<file path="src/rtl/env_adsr_pkg.sv">
package env_adsr_pkg;

    localparam int NYB_W = 4;
    localparam int ENV_W = 2 * NYB_W;
    localparam int CNT_W = 15;
    localparam int PRE_W = 5;

    typedef enum logic [1:0] {
        PH_ATTACK  = 2'd0,
        PH_DECAY   = 2'd1,
        PH_RELEASE = 2'd2
    } phase_e;

    typedef struct packed {
        logic             gate;
        logic [NYB_W-1:0] atk;
        logic [NYB_W-1:0] dec;
        logic [NYB_W-1:0] sus;
        logic [NYB_W-1:0] rel;
    } ctrl_t;

    // counter value at which a step fires (period minus one)
    function automatic logic [CNT_W-1:0] rate_limit(input logic [NYB_W-1:0] r);
        logic [CNT_W-1:0] v;
        case (r)
            4'd0:  v = 15'd8;
            4'd1:  v = 15'd31;
            4'd2:  v = 15'd62;
            4'd3:  v = 15'd94;
            4'd4:  v = 15'd148;
            4'd5:  v = 15'd219;
            4'd6:  v = 15'd266;
            4'd7:  v = 15'd312;
            4'd8:  v = 15'd391;
            4'd9:  v = 15'd976;
            4'd10: v = 15'd1953;
            4'd11: v = 15'd3125;
            4'd12: v = 15'd3906;
            4'd13: v = 15'd11719;
            4'd14: v = 15'd19531;
            default: v = 15'd31250;
        endcase
        return v;
    endfunction

    // downward step divisor as a function of the present level
    function automatic logic [PRE_W-1:0] exp_div(input logic [ENV_W-1:0] lvl);
        logic [PRE_W-1:0] d;
        if (lvl > 8'h5D)      d = 5'd1;
        else if (lvl > 8'h36) d = 5'd2;
        else if (lvl > 8'h1A) d = 5'd4;
        else if (lvl > 8'h0E) d = 5'd8;
        else if (lvl > 8'h06) d = 5'd16;
        else                  d = 5'd30;
        return d;
    endfunction

endpackage

</file>
<file path="src/rtl/env_ctrl_regs.sv">
module env_ctrl_regs
    import env_adsr_pkg::*;
(
    input  logic  clk,
    input  logic  rst,
    input  logic  wr_en,
    input  ctrl_t wr_data,
    output ctrl_t ctrl_q,
    output logic  gate_rise
);
    logic gate_d;

    always_ff @(posedge clk) begin
        if (rst) begin
            ctrl_q <= '0;
            gate_d <= 1'b0;
        end else begin
            gate_d <= ctrl_q.gate;
            if (wr_en) ctrl_q <= wr_data;
        end
    end

    assign gate_rise = ctrl_q.gate & ~gate_d;

    // fields move only on a strobe
    p_hold_without_write_r10: assert property (@(posedge clk) disable iff (rst)
        !wr_en |=> $stable(ctrl_q));

endmodule

</file>
<file path="src/rtl/env_rate_counter.sv">
module env_rate_counter #(
    parameter int CW = 15
) (
    input  logic          clk,
    input  logic          rst,
    input  logic [CW-1:0] limit,
    output logic          match
);
    logic [CW-1:0] cnt;

    assign match = (cnt == limit);

    always_ff @(posedge clk) begin
        if (rst)        cnt <= '0;
        else if (match) cnt <= '0;
        else            cnt <= cnt + 1'b1;
    end

    // free-running increment between matches
    p_count_up_r2: assert property (@(posedge clk) disable iff (rst)
        (!match && cnt != '1) |=> cnt == $past(cnt) + 1'b1);

    // with no match at the top, the count wraps to zero
    p_wrap_r3: assert property (@(posedge clk) disable iff (rst)
        (!match && cnt == '1) |=> cnt == '0);

    p_match_clears_r2: assert property (@(posedge clk) disable iff (rst)
        match |=> cnt == '0);

endmodule

</file>
<file path="src/rtl/env_exp_prescaler.sv">
module env_exp_prescaler
    import env_adsr_pkg::*;
(
    input  logic             clk,
    input  logic             rst,
    input  logic             clear,
    input  logic             tick,
    input  logic [ENV_W-1:0] level,
    output logic             fire
);
    logic [PRE_W-1:0] pcnt;
    logic [PRE_W-1:0] top;

    assign top  = exp_div(level) - 5'd1;
    assign fire = tick && (pcnt >= top);

    always_ff @(posedge clk) begin
        if (rst || clear)  pcnt <= '0;
        else if (fire)     pcnt <= '0;
        else if (tick)     pcnt <= pcnt + 1'b1;
    end

    // the divisor count never passes the largest divisor
    p_pre_bound_r8: assert property (@(posedge clk) disable iff (rst)
        pcnt < 5'd30);

endmodule

</file>
<file path="src/rtl/env_level_fsm.sv">
module env_level_fsm
    import env_adsr_pkg::*;
(
    input  logic             clk,
    input  logic             rst,
    input  logic             gate,
    input  logic             gate_rise,
    input  logic [NYB_W-1:0] sus,
    input  logic             rate_hit,
    input  logic             pre_fire,
    output phase_e           phase_eff,
    output logic [ENV_W-1:0] env_q
);
    localparam logic [ENV_W-1:0] ENV_MAX = '1;

    phase_e           phase_q, phase_n;
    logic [ENV_W-1:0] env_n;
    logic [ENV_W-1:0] target;

    assign target    = {sus, sus};
    assign phase_eff = gate_rise ? PH_ATTACK : phase_q;

    always_comb begin
        env_n   = env_q;
        phase_n = phase_eff;
        case (phase_eff)
            PH_ATTACK: begin
                if (rate_hit) begin
                    if (env_q == ENV_MAX) begin
                        phase_n = PH_DECAY;
                    end else begin
                        env_n = env_q + 1'b1;
                        if (env_n == ENV_MAX) phase_n = PH_DECAY;
                    end
                end
            end
            PH_DECAY: begin
                if (pre_fire && env_q > target) env_n = env_q - 1'b1;
            end
            default: begin
                if (pre_fire && env_q != '0) env_n = env_q - 1'b1;
            end
        endcase
        if (!gate) phase_n = PH_RELEASE;
    end

    always_ff @(posedge clk) begin
        if (rst) begin
            phase_q <= PH_RELEASE;
            env_q   <= '0;
        end else begin
            phase_q <= phase_n;
            env_q   <= env_n;
        end
    end

    // an attack match raises the level by one
    p_attack_step_r5: assert property (@(posedge clk) disable iff (rst)
        (phase_eff == PH_ATTACK && rate_hit && env_q != ENV_MAX)
        |=> env_q == ENV_W'($past(env_q) + 1'b1));

    // no motion once the sustain level is reached
    p_sustain_hold_r6: assert property (@(posedge clk) disable iff (rst)
        (phase_eff == PH_DECAY && env_q == target) |=> $stable(env_q));

    // release floor
    p_floor_r9: assert property (@(posedge clk) disable iff (rst)
        (phase_eff == PH_RELEASE && env_q == '0) |=> env_q == '0);

    // gate low always leads to release
    p_release_entry_r7: assert property (@(posedge clk) disable iff (rst)
        !gate |=> phase_q == PH_RELEASE);

    // a rise without a match leaves the block attacking
    p_rise_attack_r4: assert property (@(posedge clk) disable iff (rst)
        (gate_rise && !rate_hit) |=> phase_q == PH_ATTACK);

endmodule

</file>
<file path="src/rtl/env_adsr_gen.sv">
module env_adsr_gen
    import env_adsr_pkg::*;
(
    input  logic       clk,
    input  logic       rst,
    input  logic       wr_en,
    input  logic       gate_in,
    input  logic [3:0] atk_in,
    input  logic [3:0] dec_in,
    input  logic [3:0] sus_in,
    input  logic [3:0] rel_in,
    output logic [7:0] env_level
);
    ctrl_t            wr_data, ctrl_q;
    logic             gate_rise;
    logic [NYB_W-1:0] sel_nyb;
    logic [CNT_W-1:0] limit;
    logic             rate_hit;
    logic             pre_fire;
    phase_e           phase_eff;
    logic [ENV_W-1:0] env_q;

    assign wr_data = '{gate: gate_in, atk: atk_in, dec: dec_in, sus: sus_in, rel: rel_in};

    env_ctrl_regs u_regs (
        .clk       (clk),
        .rst       (rst),
        .wr_en     (wr_en),
        .wr_data   (wr_data),
        .ctrl_q    (ctrl_q),
        .gate_rise (gate_rise)
    );

    // the rising-gate cycle borrows the decay nybble
    always_comb begin
        if (gate_rise) sel_nyb = ctrl_q.dec;
        else begin
            case (phase_eff)
                PH_ATTACK: sel_nyb = ctrl_q.atk;
                PH_DECAY:  sel_nyb = ctrl_q.dec;
                default:   sel_nyb = ctrl_q.rel;
            endcase
        end
    end

    assign limit = rate_limit(sel_nyb);

    env_rate_counter #(.CW(CNT_W)) u_cnt (
        .clk   (clk),
        .rst   (rst),
        .limit (limit),
        .match (rate_hit)
    );

    env_exp_prescaler u_pre (
        .clk   (clk),
        .rst   (rst),
        .clear (phase_eff == PH_ATTACK),
        .tick  (rate_hit && phase_eff != PH_ATTACK),
        .level (env_q),
        .fire  (pre_fire)
    );

    env_level_fsm u_fsm (
        .clk       (clk),
        .rst       (rst),
        .gate      (ctrl_q.gate),
        .gate_rise (gate_rise),
        .sus       (ctrl_q.sus),
        .rate_hit  (rate_hit),
        .pre_fire  (pre_fire),
        .phase_eff (phase_eff),
        .env_q     (env_q)
    );

    assign env_level = env_q;

    // reset leaves silence on the output
    p_reset_zero_r1: assert property (@(posedge clk)
        rst |=> env_level == 8'h00);

endmodule

</file>
<file path="config.mk">
export PLATFORM = sky130hd
export DESIGN_NAME = env_adsr_gen
export DESIGN_NICKNAME = d
export VERILOG_FILES = /design/src/rtl/env_adsr_pkg.sv /design/src/rtl/env_ctrl_regs.sv /design/src/rtl/env_rate_counter.sv /design/src/rtl/env_exp_prescaler.sv /design/src/rtl/env_level_fsm.sv /design/src/rtl/env_adsr_gen.sv
export SDC_FILE = /design/constraint.sdc
export NUM_CORES = 1
export LEC_CHECK = 0
export CAP_MARGIN = 20
export CORE_UTILIZATION = 30
export CTS_CLUSTER_SIZE = 14
export DETAILED_ROUTE_END_ITERATION = 7
export GPL_TIMING_DRIVEN = 0
export PLACE_DENSITY = 0.56
export SYNTH_ARGS = -nofsm -noshare
export SYNTH_HDL_FRONTEND = slang
export SYNTH_SLANG_ARGS = --single-unit
</file>
<file path="constraint.sdc">
create_clock -name clk -period 7 [get_ports clk]
set_input_delay 1.4 -clock clk [delete_from_list [all_inputs] [get_ports clk]]
set_output_delay 1.4 -clock clk [all_outputs]
set_load 0.02 [all_outputs]
</file>
==> metrics, run 1 <==
IO buf count=26; largest area contributor in the netlist=dfxtp_1; Largest stage delay, worst path=between 0.7 and 0.8 ns; Mapped Cells=486; clk buf depth=2; Std-Cell Rows=40; Post-Layout Cell Count=~700; Buf+Inv Stages, Crit Path=3; RSZ-0062 raised after global routing=no; power per standard cell area=171 nW/µm²; Area Growth Syn to Fin=17.6%; Routed Antenna Nets=0; share of cells above drive strength 1=6.73%; period utilisation layout=a little under three quarters; DRT Pass-1 Iters=5; I/O Pins=28; Critical Path Source Type=flop; number of synthesized flops with an enable pin=0; Yosys cell types=65; Critical Path Stages=13; sequential area share after synthesis=about a quarter; drt drc=0; most frequent cells in the layout=nor2_1 (57), dfxtp_1 (48), nand3_1 (36); DRT iter0 DRCs=328; Max-Cap Viols=0; max-slew violation count=0; clk_skew=between 0.006 and 0.007 ns; Resize count post-CTS=0; hold buffers post-CTS=0; first-pass GRT wire length=about 17,000 µm; Place WS=roughly 2.1 ns; Hold Path Cell Cnt=2; commonest non-fill, non-tap cell in the layout=nor2_1; root buffer cell=clkbuf_16; Crit Path Category=flop to flop; Leak Pwr=0.00171 µW; relative slew slack=between 30% and 40%; routed vias/inst=about 5.3; Initial Util=31.0%; FMAX=about 0.2 GHz; asr flop ratio synth=0%; crit end category=flop; initial antenna violation count=0; setup TNS=0 ns; TritonCTS Sinks=between 40 and 50; number of cells on the worst reg-to-reg path=13; yosys warns=0; Synth Register Bits=48; CP delay by family, top=compound AO/OA/AOI/OAI gates; htree depth=2; CTS tree=done; vias in the first global route=around 3,400; Cell Area, Synth=3770 µm²; Vias=about 3,600; net count after synthesis=534; gpl congestion=just under 0.9; final setup margin=roughly 2 ns; Primary FF master, synth=dfxtp_1; Hold Slack=approximately 0.47 ns; grt ovf=0; Avg WL per Cell=~15 µm; die area=about 13,000 µm²; Setup-failing EPs final=0; Fillers=roughly 1,300; leading post-synthesis cells by cell area=dfxtp_1 (25%), ha_1 (9.3%), nor2_1 (5.7%), mux2i_1 (5.3%), nand3_1 (4.8%); ant diodes=0; Total GRT Usage=15.9%; total core area=~12,000 µm²; dpl cells=680; min-delay worst type=flop to flop; Die X=roughly 110 µm; slowest CP cell=o311ai_0; worst-path fanout max=10; Post-CTS Setup Inserts=0; Worst Max-Slew Pin Slew=0.937 ns; chip height=between 100 and 150 µm; status=finished clean; clock latency at the later pin of the worst-skew pair=around 0.30 ns; dpl hpwl=~7900 µm; minimum clock period=5.01 ns; Post-Route WL=between 10,000 and 15,000 µm; # nets final=about 570; crit-path cells=buf_4 > mux2i_1 > nand3_1 > o21ai_0 > inv_1 > ha_1 > o311ai_0 > a2111oi_0 > or4b_1 > nor4_1 > buf_2 > a21oi_1 > a311oi_1; total CTS buffers=5; largest net degree at the start of global routing=17; Mapped Avg Cell Area=between 7 and 8 µm²; Worst IR Drop VDD=around 0.11 mV; arrival time worst endpoint=around 5.2 ns; WP data required=7.21 ns; Yosys top cell area share=approximately a quarter; final hold vios=0; clock-pin transition on the worst setup and hold timing paths=about 0.07 ns
==> worst reg2reg max path: stages, from the launching register on <==
cell and delay, ns:
dfxtp_1 0.42, buf_4 0.22, mux2i_1 0.45, nand3_1 0.17, o21ai_0 0.26, inv_1 0.20, ha_1 0.35, o311ai_0 0.73
a2111oi_0 0.27, or4b_1 0.58, nor4_1 0.59, buf_2 0.33, a21oi_1 0.10, a311oi_1 0.24
==> per-layer routing <==
metal	global-route usage, %	routed length (µm)	up-vias	share of wire [%]
met5	0	0	-	0
met2	25.1	4490	102	44
met3	2.91	424	11	4.1
met1	22.3	5260	1692	51
li1	-	-	1836	-
met4	4.07	105	0	1.0
==> cell families (layout without fill, tap and decap cells) <==
logic type                 after synthesis  after routing  synth area share (%)
and+or+nand+nor                        191            191                  25.7
AOI/OAI and AO/OA                      125            125                  22.8
buffers and inverters                   51             85                  6.00
adders and majority gates               28             28                  9.28
xor gates and xnor gates                20             20                  4.64
DFF                                     48             48                  25.5
muxes                                   23             23                  6.20
==> cell type report <==
cell class,instances,area [µm²],area share (%)
buffer,29,144,3.24
clock buffer,5,125,2.82
clock inverter,3,68.8,1.55
inverter,22,82.6,1.86
multi-input combinational,387,2590,58.3
timing repair buffer,26,260,5.86
sequential,48,961,21.6
tap,168,210,4.74
==> path summary, 6_finish.rpt <==
check,start,to,slack [ns]
worst min register to register,u_regs.gate_d$_SDFF_PP0_,u_fsm.phase_q[1]$_SDFF_PP1_,0.47
worst max-delay path,u_fsm.phase_q[1]$_SDFF_PP1_,u_fsm.env_q[1]$_SDFFE_PP0P_,1.99
worst max register to register,u_fsm.phase_q[1]$_SDFF_PP1_,u_fsm.env_q[1]$_SDFFE_PP0P_,1.99
worst min-delay path,u_regs.gate_d$_SDFF_PP0_,u_fsm.phase_q[1]$_SDFF_PP1_,0.47
==> Yosys cell counts, drive strengths merged, types with 14 or more instances <==
cell    count
a21oi      29
buf        14
clkbuf     15
dfxtp      48
ha         28
inv        22
mux2i      20
nand2      29
nand3      36
nor2       57
o21ai      29
xnor2      15
==> flip-flops by register name, indices dropped and copies added (netlist names) <==
register and flops:
u_regs.ctrl_q 17, u_pre.pcnt 5, u_fsm.env_q 8, u_cnt.cnt 15, u_fsm.phase_q 2, u_regs.gate_d 1
==> where the power goes <==
part,internal [µW],switching (µW),total [µW]
logic,65.2,87.6,153
registers,282,9.89,292
clock network,206,109,315
total,553,207,760
==> through the flow <==
| stage | instance area, µm² | utilization [%] | power, µW |
|---|---|---|---|
| 4_1_cts | 4440 | 36.5 | 765 |
| 3_5_place_dp | 4250 | 34.9 | 447 |
| 2_1_floorplan | 3770 | - | 404 |
| 5_1_grt | 4440 | 36.5 | 793 |
| 6_report | 4440 | 36.5 | 760 |
| 3_3_place_gp | 4250 | 34.9 | 446 |
Note: power is estimated with default switching activity, not from simulation.
==> run 2, diff against run 1 <==
==> constraint.sdc (replaced) <==
create_clock -name clk -period 5.17 [get_ports clk]
set_input_delay 1.034 -clock clk [delete_from_list [all_inputs] [get_ports clk]]
set_output_delay 1.034 -clock clk [all_outputs]
set_load 0.02 [all_outputs]
==> run 2 against run 1 <==
Clock skew is 0.00072 ns higher. Flip-flop and latch count stayed put. Total power is 36% higher. Clock-buffer cell count stayed put. Routed wire length is 0.17% higher. Sequential power is 35% higher. Clock power is 36% higher. Via count is 0.41% lower. Fmax is 3.0% higher. Design area stayed put.
==> metrics, run 2 (synthesis results as in run 1) <==
FMAX=0.206 GHz (+3.0%); Critical Path Source Type=flop; Area Growth Syn to Fin=17.6% (unchanged); Worst IR Drop VDD=0.152 mV (+36%); met2 Use GR=25.1% (unchanged); most frequent cells in the layout=nor2_1 (57), dfxtp_1 (48), nand3_1 (36); setup TNS=0 ns (unchanged); # nets final=567 (unchanged); first-pass GRT wire length=16,700 µm (unchanged); Leak Pwr=0.00171 µW (about the same); Worst Max-Slew Pin Slew=0.917 ns (-0.0196 ns); status=finished clean; clock latency at the later pin of the worst-skew pair=0.30 ns (about the same); largest net degree at the start of global routing=17 (unchanged); min-delay worst type=flop to flop; share of cells above drive strength 1=6.73% (unchanged); hold buffers post-CTS=0 (unchanged); total core area=12,200 µm² (unchanged); max reg flops=17 (unchanged); Crit Path Category=flop to flop; vias in the first global route=3,400 (unchanged); chip height=114 µm (unchanged); grt ovf=0 (unchanged); largest registers=u_regs.ctrl_q x17, u_cnt.cnt x15, u_fsm.env_q x8; max-slew violation count=0 (unchanged); final hold vios=0 (unchanged); Routed Antenna Nets=0 (unchanged); global-route track usage on met3=2.91% (unchanged); TritonCTS Sinks=48 (unchanged); Total GRT Usage=15.9% (unchanged); DRT iter0 DRCs=329 (+0.30%); root buffer cell=clkbuf_16; Vias=3,626 (-0.41%); gpl congestion=0.881 (unchanged); Std-Cell Rows=40 (unchanged); relative slew slack=37.3% (+1.3 points); Fillers=1,292 (unchanged); htree depth=2 (unchanged); drt drc=0 (unchanged); ant diodes=0 (unchanged); RSZ-0062 raised after global routing=no; Largest Register=u_regs.ctrl_q; met1 usage=22.3% (unchanged); CTS tree=done; dpl hpwl=7860 µm (unchanged); die area=13,000 µm² (unchanged); clk_skew=0.00755 ns (+0.000722 ns); grt peak-use layer=met2; period utilisation layout=94.1% (+22 points); IO buf count=26 (unchanged); DRT Pass-1 Iters=5 (unchanged); clock-pin transition on the worst setup and hold timing paths=0.07 ns (about the same); Post-Route WL=10,300 µm (+0.17%); routed vias/inst=5.27 (-0.41%); commonest non-fill, non-tap cell in the layout=nor2_1; Avg WL per Cell=15.0 µm (+0.17%); arrival time worst endpoint=5.08 ns (-0.14 ns); total CTS buffers=5 (unchanged); WP data required=5.38 ns (-1.83 ns); I/O Pins=28 (unchanged); Initial Util=31.0% (unchanged); minimum clock period=4.86 ns (-0.147 ns); clk buf depth=2 (unchanged); Overall Power=1030 µW (+36%); Die X=114 µm (unchanged); Hold Slack=0.470 ns (+0.000844 ns); initial antenna violation count=0 (unchanged); Max-Cap Viols=0 (unchanged); crit end category=flop; power per standard cell area=232 nW/µm² (+36%); worst-path fanout max=10 (unchanged); Setup-failing EPs final=0 (unchanged)
-- run 2: cell counts in the layout (fill, tap and decap cells not counted) --
No cell type changed its count.
-- run 2: through the flow --
step	cells	cell area (µm²)	utilization (%)	setup slack, ns
detailed placement	680	4250	34.9	0.304
CTS	688	4440	36.5	0.274
floorplan	486	3770	-	1.36
global route	688	4440	36.5	0.0682
global placement	680	4250	34.9	0.370
finish	688	4440	36.5	0.306
-- run 2: layout make-up --
class                      instances  area, µm²  area share [%]
buffer                            29        144            3.24
clock buffer                       5        125            2.82
clock inverter                     3       68.8            1.55
inverter                          22       82.6            1.86
multi-input combinational        387       2590            58.3
sequential                        48        961            21.6
tap                              168        210            4.74
timing repair buffer              26        260            5.86
-- run 2: per-layer routing --
layer  up-vias  part of all wire, %
li1       1833                    -
met4         0                 0.88
met5         -                    0
met2        95                   43
met3        11                  4.2
met1      1687                   51
-- run 2: timing repair --
| action | 4_1_cts | 5_1_grt |
|---|---|---|
| endpoints found under the hold margin | 0 | 0 |
| resized for setup | 0 | 1 |
| endpoints found under the setup margin | 0 | 4 |
| setup buffers | 0 | 0 |
-- run 2: power breakdown --
| part | switching, µW | internal [µW] | total, µW |
|---|---|---|---|
| Clock | 149 | 279 | 427 |
| Sequential | 13.4 | 381 | 395 |
| Combinational | 119 | 88.5 | 208 |
-- run 2: path summary, 6_finish.rpt --
path / from / end / slack, ns / cells after the start
max reg2reg: u_fsm.phase_q[1]$_SDFF_PP1_ / u_fsm.env_q[1]$_SDFFE_PP0P_ / 0.31 / 16
min: u_regs.gate_d$_SDFF_PP0_ / u_fsm.phase_q[1]$_SDFF_PP1_ / 0.47 / 2
min reg2reg: u_regs.gate_d$_SDFF_PP0_ / u_fsm.phase_q[1]$_SDFF_PP1_ / 0.47 / 2
max: u_fsm.phase_q[1]$_SDFF_PP1_ / u_fsm.env_q[1]$_SDFFE_PP0P_ / 0.31 / 16
-- run 2: critical path, cell delays in order, from the launching register on --
cell and delay, ns:
dfxtp_1 0.42, buf_4 0.22, mux2i_1 0.45, nand3_1 0.17, o21ai_0 0.26, inv_1 0.20, ha_1 0.35, nor3b_1 0.22
a21o_1 0.11, o221ai_1 0.10, nor3_1 0.26, o211ai_1 0.15, or4b_1 0.59, nor4_1 0.60, buf_2 0.34, a21oi_1 0.10
a311oi_1 0.24
==> run 3, diff against run 2 <==
--- a/config.mk
+++ b/config.mk
@@ -11,6 +11,7 @@
 export DETAILED_ROUTE_END_ITERATION = 7
 export GPL_TIMING_DRIVEN = 0
 export PLACE_DENSITY = 0.56
+export RECOVER_POWER = 100
 export SYNTH_ARGS = -nofsm -noshare
 export SYNTH_HDL_FRONTEND = slang
 export SYNTH_SLANG_ARGS = --single-unit
==> run 3 against run 2 <==
Clock skew is essentially flat. Global-route usage stayed put. Sequential share of layout area about the same. Non-clock buffer count unchanged. Critical endpoint unchanged.
==> metrics, run 3 (synthesis results as in run 1) <==
IO buf count=26 (unchanged); max-slew violation count=0 (unchanged); commonest non-fill, non-tap cell in the layout=nor2_1; max reg flops=17 (unchanged); dpl hpwl=7860 µm (unchanged); FMAX=0.205 GHz (-0.10%); Overall Power=1030 µW (about the same); Largest Register=u_regs.ctrl_q; initial antenna violation count=0 (unchanged); TritonCTS Sinks=48 (unchanged); flop2flop setup slack=0.30 ns (about the same); htree depth=2 (unchanged); min-delay worst type=flop to flop; Routed Antenna Nets=0 (unchanged); Fillers=1,293 (+0.077%); Avg WL per Cell=15.0 µm (+0.21%); Max-Cap Viols=0 (unchanged); largest registers=u_regs.ctrl_q x17, u_cnt.cnt x15, u_fsm.env_q x8; Leak Pwr=0.00174 µW (+1.6%); Die X=114 µm (unchanged); slowest CP cell=or4b_1; I/O Pins=28 (unchanged); crit end category=flop; Largest stage delay, worst path=0.59 ns (about the same); gpl congestion=0.881 (unchanged); multi-input logic area=2580 µm² (-0.29%); power per standard cell area=233 nW/µm² (+0.23%); setup TNS=0 ns (unchanged); Hold Slack=0.471 ns (+0.00117 ns); Reg area=961 µm² (unchanged); clk buf depth=2 (unchanged); Area Growth Syn to Fin=17.4%; Worst IR Drop VDD=0.153 mV (+0.22%); Std-Cell Rows=40 (unchanged); Worst Max-Slew Pin Slew=0.927 ns (+0.0101 ns); share of cells above drive strength 1=6.15% (-0.58 points); vias in the first global route=3,400 (unchanged); grt ovf=0 (unchanged); minimum clock period=4.87 ns (+0.00499 ns); # nets final=567 (unchanged); Setup-failing EPs final=0 (unchanged); Post-Route WL=10,300 µm (+0.21%); Buf+Inv Stages, Crit Path=3 (unchanged); most frequent cells in the layout=nor2_1 (57), dfxtp_1 (48), nand3_1 (36); relative slew slack=36.6% (-0.69 points); total core area=12,200 µm² (unchanged); first-pass GRT wire length=16,700 µm (unchanged); period utilisation layout=94.2% (+0.097 points); clk_skew=0.00798 ns (+0.000437 ns); Initial Util=31.0% (unchanged); clock latency at the later pin of the worst-skew pair=0.30 ns (about the same); CP delay by family, top=simple AND/OR/NAND/NOR gates; Total GRT Usage=15.9% (unchanged); drt drc=0 (unchanged); Post-CTS Setup Inserts=0 (unchanged); DRT Pass-1 Iters=5 (unchanged); WP data required=5.38 ns (about the same); RSZ-0062 raised after global routing=no; worst-path fanout max=10 (unchanged); crit-path cells=buf_4 > mux2i_1 > nand3_1 > o21ai_0 > inv_1 > ha_1 > nor3b_1 > a21o_1 > o221ai_1 > nor3_1 > o211ai_1 > or4b_1 > nor4_1 > clkbuf_2 > a21oi_1 > a311oi_1; final hold vios=0 (unchanged); root buffer cell=clkbuf_16; status=finished clean; Vias=3,665 (+1.1%); routed vias/inst=5.33 (+1.1%); total CTS buffers=5 (unchanged); CTS tree=done; ant diodes=0 (unchanged); die area=13,000 µm² (unchanged); chip height=114 µm (unchanged); Critical Path Source Type=flop; DRT iter0 DRCs=304 (-7.6%); Crit Path Category=flop to flop; clock-pin transition on the worst setup and hold timing paths=0.07 ns (about the same); largest net degree at the start of global routing=17 (unchanged); arrival time worst endpoint=5.08 ns (about the same)
-- run 3: changes by cell type in the layout (fill, tap and decap cells not counted) --
cell	change
clkdlybuf4s50_1	-9
dlygate4sd3_1	+9
buf_2	-2
a211oi_1	+1
a211oi_2	-1
clkbuf_1	+1
clkbuf_2	+1
nand2b_1	+1
nand2b_2	-1
-- run 3: power by group --
part           switching (µW)  internal (µW)  leakage [µW]
Combinational             119           88.0       0.00125
Sequential               13.6            381      0.000391
Clock                     149            279     0.0000944
-- run 3: timing repair --
item / CTS / global route
resized for setup: 0 / 1
hold buffers: 0 / 0
endpoints found under the setup margin: 0 / 4
-- run 3: metal layers --
layer / vias to the layer above / global-route usage, % / share of wire [%]
met5: - / 0 / 0
met4: 0 / 4.07 / 0.82
met3: 9 / 2.91 / 4.8
met2: 104 / 25.1 / 44
met1: 1718 / 22.3 / 51
li1: 1834 / - / -
-- run 3: cell type report --
class | instances | area share, %
plain buffers | 29 | 3.22
flip-flops and latches | 48 | 21.7
multi-input cells | 387 | 58.2
clock inverters | 3 | 1.55
inverters | 22 | 1.86
clock buffers | 5 | 2.82
well taps | 168 | 4.74
repair buffers | 26 | 5.87
-- run 3: metrics by stage --
stage	utilization (%)	setup slack, ns	instance area [µm²]	std cells
global route	36.4	0.0354	4430	688
global placement	34.9	0.370	4250	680
CTS	36.5	0.274	4440	688
finish	36.4	0.301	4430	688
floorplan	-	1.36	3770	486
detailed placement	34.9	0.304	4250	680
-- run 3: path summary, 6_finish.rpt --
path | end | cells after the start | from
max | u_fsm.env_q[1]$_SDFFE_PP0P_ | 16 | u_fsm.phase_q[1]$_SDFF_PP1_
min | u_fsm.phase_q[1]$_SDFF_PP1_ | 2 | u_regs.gate_d$_SDFF_PP0_
max reg2reg | u_fsm.env_q[1]$_SDFFE_PP0P_ | 16 | u_fsm.phase_q[1]$_SDFF_PP1_
min reg2reg | u_fsm.phase_q[1]$_SDFF_PP1_ | 2 | u_regs.gate_d$_SDFF_PP0_
-- run 3: worst register-to-register path: cells and delay by family, from the launching register on --
family	cells	cell delay (ns)
adder cells (fa/ha/maj)	1	0.35
buffers and inverters	3	0.77
multiplexers	1	0.46
flip-flops	1	0.42
AO/OA/AOI/OAI	6	0.96
AND/OR/NAND/NOR	5	1.83
